--- src/rtl/tmr_rec_pkg.sv ---
package tmr_rec_pkg;
  typedef enum logic [2:0] {
    RS_IDLE      = 3'd0,
    RS_RERUN     = 3'd1,
    RS_AWAIT     = 3'd2,
    RS_SWAP      = 3'd3,
    RS_SWAP_WAIT = 3'd4,
    RS_RESTART   = 3'd5
  } rec_state_e;
endpackage

--- src/rtl/tmr_rec_budget.sv ---
// Failure counter and retry-cost accumulator with the escalation decision.
module tmr_rec_budget #(
  parameter int CW = 4,
  parameter int KW = 8
) (
  input  logic          clk,
  input  logic          rst_n,
  input  logic [CW-1:0] cfg_limit,
  input  logic [KW-1:0] cfg_step,
  input  logic [KW-1:0] cfg_swap,
  input  logic          bump,
  input  logic          clear,
  output logic [CW-1:0] fail_cnt,
  output logic          escalate
);
  localparam logic [CW-1:0] CNT_TOP = {CW{1'b1}};
  localparam logic [KW-1:0] ACC_TOP = {KW{1'b1}};

  logic [CW-1:0] lim_q, cnt_q;
  logic [KW-1:0] step_q, swap_q, acc_q;
  logic [CW:0]   cnt_inc;
  logic [KW:0]   acc_sum;

  // One bit wider than the registers so the comparison cannot wrap.
  assign cnt_inc  = {1'b0, cnt_q} + {{CW{1'b0}}, 1'b1};
  assign acc_sum  = {1'b0, acc_q} + {1'b0, step_q};
  assign escalate = (cnt_inc > {1'b0, lim_q}) || (acc_sum > {1'b0, swap_q});
  assign fail_cnt = cnt_q;

  always_ff @(posedge clk) begin
    if (!rst_n) begin
      lim_q  <= cfg_limit;
      step_q <= cfg_step;
      swap_q <= cfg_swap;
      cnt_q  <= '0;
      acc_q  <= '0;
    end else if (clear) begin
      cnt_q <= '0;
      acc_q <= '0;
    end else if (bump) begin
      cnt_q <= cnt_inc[CW] ? CNT_TOP : cnt_inc[CW-1:0];
      acc_q <= acc_sum[KW] ? ACC_TOP : acc_sum[KW-1:0];
    end
  end
endmodule

--- src/rtl/tmr_rec_fsm.sv ---
// Recovery sequence: re-execute, await verdict, escalate to swap and restart.
module tmr_rec_fsm
  import tmr_rec_pkg::*;
(
  input  logic clk,
  input  logic rst_n,
  input  logic vote_valid,
  input  logic vote_agree,
  input  logic swap_done,
  input  logic restart_done,
  input  logic escalate,
  output logic bump,
  output logic clear,
  output logic rerun_req,
  output logic swap_req,
  output logic restart_req
);
  rec_state_e st_q, st_d;

  always_comb begin
    st_d  = st_q;
    bump  = 1'b0;
    clear = 1'b0;
    unique case (st_q)
      RS_IDLE: if (vote_valid && !vote_agree) st_d = RS_RERUN;
      RS_RERUN: st_d = RS_AWAIT;
      RS_AWAIT: begin
        if (vote_valid) begin
          if (vote_agree) begin
            clear = 1'b1;
            st_d  = RS_IDLE;
          end else begin
            bump = 1'b1;
            st_d = escalate ? RS_SWAP : RS_RERUN;
          end
        end
      end
      RS_SWAP: st_d = RS_SWAP_WAIT;
      RS_SWAP_WAIT: if (swap_done) st_d = RS_RESTART;
      RS_RESTART: begin
        if (restart_done) begin
          clear = 1'b1;
          st_d  = RS_IDLE;
        end
      end
      default: st_d = RS_IDLE;
    endcase
  end

  always_ff @(posedge clk) begin
    if (!rst_n) st_q <= RS_IDLE;
    else        st_q <= st_d;
  end

  assign rerun_req   = (st_q == RS_RERUN);
  assign swap_req    = (st_q == RS_SWAP);
  assign restart_req = (st_q == RS_RESTART);
endmodule

--- src/rtl/tmr_recovery_ctrl.sv ---
module tmr_recovery_ctrl #(
  parameter int CW = 4,
  parameter int KW = 8
) (
  input  logic          clk,
  input  logic          rst_n,
  input  logic [CW-1:0] cfg_retry_limit,
  input  logic [KW-1:0] cfg_retry_cost,
  input  logic [KW-1:0] cfg_swap_cost,
  input  logic          vote_valid,
  input  logic          vote_agree,
  input  logic          swap_done,
  input  logic          restart_done,
  output logic          rerun_req,
  output logic          swap_req,
  output logic          restart_req,
  output logic [CW-1:0] retry_cnt
);
  logic bump, clear, escalate;

  tmr_rec_budget #(.CW(CW), .KW(KW)) u_budget (
    .clk(clk), .rst_n(rst_n),
    .cfg_limit(cfg_retry_limit), .cfg_step(cfg_retry_cost), .cfg_swap(cfg_swap_cost),
    .bump(bump), .clear(clear), .fail_cnt(retry_cnt), .escalate(escalate)
  );

  tmr_rec_fsm u_fsm (
    .clk(clk), .rst_n(rst_n),
    .vote_valid(vote_valid), .vote_agree(vote_agree),
    .swap_done(swap_done), .restart_done(restart_done),
    .escalate(escalate), .bump(bump), .clear(clear),
    .rerun_req(rerun_req), .swap_req(swap_req), .restart_req(restart_req)
  );
endmodule

--- config.mk ---
export PLATFORM = sky130hd
export DESIGN_NAME = tmr_recovery_ctrl
export DESIGN_NICKNAME = d
export VERILOG_FILES = /design/src/rtl/tmr_rec_pkg.sv /design/src/rtl/tmr_rec_budget.sv /design/src/rtl/tmr_rec_fsm.sv /design/src/rtl/tmr_recovery_ctrl.sv
export SDC_FILE = /design/constraint.sdc
export NUM_CORES = 1
export LEC_CHECK = 0
export ABC_AREA = 0
export CORE_ASPECT_RATIO = 1.25
export CORE_MARGIN = 4
export CORE_UTILIZATION = 52
export CTS_CLUSTER_DIAMETER = 100
export DETAILED_ROUTE_END_ITERATION = 10
export PLACE_DENSITY_LB_ADDON = 0.15
export SETUP_SLACK_MARGIN = 0.05
export SYNTH_ARGS = -nofsm -noshare
export SYNTH_HDL_FRONTEND = slang
export SYNTH_SLANG_ARGS = --single-unit
--- constraint.sdc ---
create_clock -name clk -period 3.48 [get_ports clk]
set_clock_uncertainty 0.15 [all_clocks]
set_input_delay 0.696 -clock clk [delete_from_list [all_inputs] [get_ports clk]]
set_output_delay 0.696 -clock clk [all_outputs]
set_load 0.03 [all_outputs]
-- After elaboration in Yosys (flattened, before gate mapping)
Index checks and enable logic that the tools add are counted.
- memories: 0
- bits in read-only memories: 0
- word-level logic and storage cells: 42
- output and inout port bits: 7
- bits in writable memories: 0
- register bits after elaboration: 35
- latch bits: 0
- $mul: 0
- $add $sub $neg: 2
- $lt $le $gt $ge: 2
- muxes and demuxes: 16
- bitwise gates (word level): 1
- reduce and logical (&&, ||, !) cells: 6
- eq/ne operators: 9
- shift-type cells: 0
- div/mod/pow operators: 0
- operators with widths (cell ; number):
    3-bit case mux with 6 select lines ; 1
    3-bit two-way mux ; 5
    8-bit by 8-bit adder with 9-bit output ; 1
    9-bit by 8-bit > comparator with 1-bit output ; 1
    8-bit two-way mux ; 1
    3-bit by 2-bit == test with 1-bit output (second input constant) ; 2
    3-bit == test (second input constant) ; 2
    1-bit two-way mux ; 6
    2-bit inequality test (second input constant) ; 3
    4-bit by 1-bit adder with 5-bit output (second input constant) ; 1
    5-bit by 4-bit > comparator with 1-bit output ; 1
    4-bit two-way mux ; 1
    4-bit AND reduction ; 1
    3-bit by 1-bit == test with 1-bit output (second input constant) ; 1
    3-bit zero test ; 1
    2-bit two-way mux ; 1
    2-bit by 1-bit inequality test with 1-bit output (second input constant) ; 1
    1-bit case mux with 2 select lines ; 1
    2-bit OR reduction ; 1
    1-bit logical AND ; 1
    1-bit zero test ; 1
    1-bit logical OR ; 1
    1-bit inverter ; 1

-- Depth between registers and ports, before layout
- depth after elaboration: 7
- mapped depth: 12

-- Cells and area by module
From an unflattened synthesis, not the netlist that was laid out.
- cell total of the unflattened synthesis: 178
- area, all modules: 1980.6 µm²
- modules (own cells, without submodules) (module ; area each (µm²) ; cells an instance ; times used):
    tmr_rec_budget ; 1737.9 ; 147 ; 1
    tmr_rec_fsm ; 242.7 ; 31 ; 1

-- Worst setup path before layout
Ideal clock, no wire load.
- path kind: flip-flop to flip-flop
- from: register u_budget.step_q[0]
- to: register u_fsm.st_q[1]
- cell stages (with the launch flop): 12
- library setup time: 0.135 ns
- data arrival time: 2.400 ns
- period minus slack after synthesis: 2.685 ns
- path slack: 0.795 ns
- cells stage by stage: edfxtp_1 > ha_1 > fa_1 > a211oi_2 > o21bai_1 > a21oi_1 > xnor2_1 > ha_1 > nand4_1 > a21oi_1 > o41ai_1 > a32oi_1
- cells in the longest elaborated chain, start to end: 7
- ends and longest elaborated chain (what ; line ; source):
    from (decl) ; tmr_rec_budget.sv:20 ; logic [KW-1:0] step_q, swap_q, acc_q;
    from (signal assigned) ; tmr_rec_budget.sv:33 ; step_q <= cfg_step;
    8-bit by 8-bit adder with 9-bit output ; tmr_rec_budget.sv:26 ; assign acc_sum = {1'b0, acc_q} + {1'b0, step_q};
    9-bit by 8-bit > comparator with 1-bit output ; tmr_rec_budget.sv:27 ; assign escalate = (cnt_inc > {1'b0, lim_q}) || (acc_sum > {1'b0, swap_q});
    1-bit logical OR ; tmr_rec_budget.sv:27 ;
    2-bit two-way mux ; tmr_rec_fsm.sv:34 ; st_d = escalate ? RS_SWAP : RS_RERUN;
    3-bit two-way mux ; tmr_rec_fsm.sv:29 ; if (vote_agree) begin
    3-bit two-way mux ; tmr_rec_fsm.sv:28 ; if (vote_valid) begin
    3-bit case mux with 6 select lines ; tmr_rec_fsm.sv:24 ; unique case (st_q)
    to (signal assigned) ; tmr_rec_fsm.sv:52 ; else st_q <= st_d;
    to (decl) ; tmr_rec_fsm.sv:18 ; rec_state_e st_q, st_d;
No other way between the ends. The select of a mux whose other input is x is not followed.
A chain may end at the register's enable or synchronous reset.

-- Final worst setup path
Ends and elaborated chain as after synthesis.

==> metrics.txt <==
top cell type's share of synthesized area=0.3139; Setup CP Type=reg -> reg; Multi-input gate area=924.6 um2; Sw Ratio=0.2325; Root Driver=clkbuf_8; area grow syn2layout=22.04%; worst-skew pair later-pin latency=0.28 ns; maximum clock path buffer count=2; Yosys cell types=41; Die Y=75.82 um; max_slew headroom=0.4217; combinational share of power=0.141; drc violations=0; ys flop type=edfxtp_1; Detailed Routing Iterations Pass 1=4; final number of hold-violating endpoints=0; diode count=0; min-delay worst type=reg -> reg; # rows=24; worst r2r src=u_budget.step_q[0]$_DFFE_PN_; warnings from Yosys=0; outcome=completed; Hold Buf Count CTS=0; max_cap viols=0; Fillers=282; Slew Limit Fails=0; R2R Setup Slk=0.49 ns; Peak supply drop=307.0 uV; final setup vio count=0; sequential share of power=0.541; cts bufs inserted=5; Core Footprint=3513 um2; post-synth top area cell=edfxtp_1; worst hold start=u_budget.acc_q[2]$_SDFFE_PP0P_; post-CTS setup buffer count=0; CTS Sinks=35; Sequential Area=900.9 um2; pre-CTS WS=0.4706 ns; hold path endpoint=u_budget.acc_q[2]$_SDFFE_PP0P_; via count=1449; clk slew on worst S/H paths=0.07 ns; # IOs=33; CTS tree=built; R2R depth=11; power density over the cells=371.2 nW/um2; RR Endpoint=u_fsm.st_q[1]$_SDFFE_PN0P_; mapped cell area=1913 um2; P_int=0.6651 mW; initial drt markers=40; RSZ-0062 raised after global routing=no; H-Tree Depth=2; largest net degree at the start of global routing=23; vias in the first global route=1506; DP HPWL=2985 um; Cells after Synth=175; final wirelength=3884 um; Max FO, Critical Path=3; setup TNS=0 ns; hold path cells=2; final cycle utilization of the critical path=0.8603; top post-synthesis cells by area=edfxtp_1, dfxtp_1, ha_1; gpl congestion=0.9274; global-route usage over all layers=0.1775; crit path time final=2.994 ns; gr ovfl total=0; Port Buffers=32; pin slew with the least headroom to its limit=0.8665 ns; final setup margin=0.4861 ns; Leak=0.9405 nW; CP Data Arrival Time=3.00 ns; Post-DRT Antenna Nets=0; initial antenna violation count=0; wire length per cell=15.47 um; share of cells above drive strength 1=0.05660; #FFs+latches synth=35; quantity of gates resized following cts=0; Post-synth EDFFs=20; Avg Cell Area, Syn=10.93 um2; nets@finish=259; Crit path required time=3.49 ns; Vias/cell=5.773; Clk network pwr share=0.318; Startpoint Class=flop; Die Footprint=4719 um2; Starting Density=0.5445; highest clock rate=334.0 MHz; CP endpoint kind=flop; Syn Nets=223; Synth async-reset ratio=0; first-pass GRT wire length=6582 um; sequential-to-total area share from yosys stat=0.4709; NetSw=0.2015 mW; DIE WIDTH=62.25 um
-- worst max-delay path, stage by stage (launching register included) --
cell	delay [ns]
edfxtp_1	0.38
ha_1	0.23
fa_1	0.45
a211oi_2	0.24
o21bai_1	0.11
a21oi_1	0.17
xnor2_1	0.17
ha_1	0.28
nand4_1	0.13
a21oi_1	0.07
o41ai_1	0.36
a32oi_1	0.15
-- sequential cells by signal, indices dropped and copies added, names as in the netlist --
register	count
u_budget.acc_q	8
u_budget.lim_q	4
u_budget.fail_cnt	4
u_budget.swap_q	8
u_budget.step_q	8
u_fsm.st_q	3
-- Yosys cell counts, drive strengths merged (3+ instances only) --
| master | n |
|---|---|
| ha | 21 |
| edfxtp | 20 |
| inv | 16 |
| dfxtp | 15 |
| a21oi | 12 |
| nor2 | 12 |
| o21ai | 9 |
| nand3 | 7 |
| nand2 | 6 |
| nor3 | 6 |
| o221a | 6 |
| xnor2 | 6 |
| nor2b | 5 |
| nor3b | 4 |
| buf | 3 |
| nand3b | 3 |
-- placed cells by master (no fill, tap or decap), types with 2 or more instances in the layout --
cell type,netlist,layout
dfxtp_1,15,15
clkbuf_1,0,3
nor3_1,5,5
nand4_1,2,2
ha_1,21,21
xnor2_1,6,6
o221a_1,5,5
nand2b_1,2,2
clkbuf_8,0,5
a21oi_1,12,12
nor2b_1,5,5
nor2_1,12,12
nor3b_1,3,3
nand3_1,7,7
xor2_1,2,2
a31oi_1,2,2
clkdlybuf4s50_1,0,32
inv_1,16,16
nand2_1,6,6
o21ai_0,8,8
nand3b_1,3,3
edfxtp_1,20,20
-- per-stage QoR --
stage | power (mW) | instance area [um2] | hold WS (ns) | instances | utilization
2_1_floorplan | 0.5470 | 1913 | 0.3225 | 175 | -
3_5_place_dp | 0.6005 | 2255 | 0.3539 | 243 | 0.6417
6_report | 0.8666 | 2335 | 0.3602 | 251 | 0.6645
4_1_cts | 0.8771 | 2335 | 0.3666 | 251 | 0.6645
3_3_place_gp | 0.5939 | 2255 | 0.3386 | 243 | 0.6417
5_1_grt | 0.9074 | 2335 | 0.4002 | 251 | 0.6645
-- layout make-up --
| type | count | share of cell area |
|---|---|---|
| tap | 39 | 0.02090 |
| clock buffer | 8 | 0.03430 |
| sequential | 35 | 0.3859 |
| timing repair buffer | 32 | 0.1372 |
| multi-input combinational | 121 | 0.3960 |
| inverter | 16 | 0.02572 |
-- metal layers --
layer | GRT usage | wire length [um]
met1 | 0.1866 | 1579
met4 | 0.08491 | 96
met2 | 0.3295 | 2077
met5 | 0 | 0
met3 | 0.05162 | 130
-- worst max path at each step --
stage	start	end	slack, ns	depth (start not counted)
floorplan	u_budget.step_q[0]$_DFFE_PN_	u_fsm.st_q[1]$_SDFFE_PN0P_	0.79	11
global placement	u_budget.step_q[0]$_DFFE_PN_	u_fsm.st_q[1]$_SDFFE_PN0P_	0.65	11
detailed placement	u_budget.step_q[0]$_DFFE_PN_	u_fsm.st_q[1]$_SDFFE_PN0P_	0.47	11
CTS	u_budget.step_q[0]$_DFFE_PN_	u_fsm.st_q[1]$_SDFFE_PN0P_	0.47	11
global route	u_budget.step_q[0]$_DFFE_PN_	u_fsm.st_q[1]$_SDFFE_PN0P_	0.28	11
finish	u_budget.step_q[0]$_DFFE_PN_	u_fsm.st_q[1]$_SDFFE_PN0P_	0.49	11
-- logic make-up (layout without fill, tap and decap cells) --
logic type | count (synthesis) | after routing | share of synthesized area
AO/OA/AOI/OAI | 39 | 39 | 0.1419
XOR/XNOR | 8 | 8 | 0.03663
adder cells (fa/ha/maj) | 22 | 22 | 0.1478
buffers and inverters | 19 | 56 | 0.04578
flip-flops | 35 | 35 | 0.4709
AND/OR/NAND/NOR | 52 | 52 | 0.1570
-- power groups by stage --
stage               clock [mW]  sequential [mW]  combinational, mW
floorplan                    0            0.476             0.0712
global placement             0            0.477              0.117
detailed placement           0            0.478              0.123
CTS                      0.285            0.469              0.123
global route             0.298            0.471              0.138
finish                   0.275            0.469              0.122
Note: power is estimated with default switching activity, not from simulation.
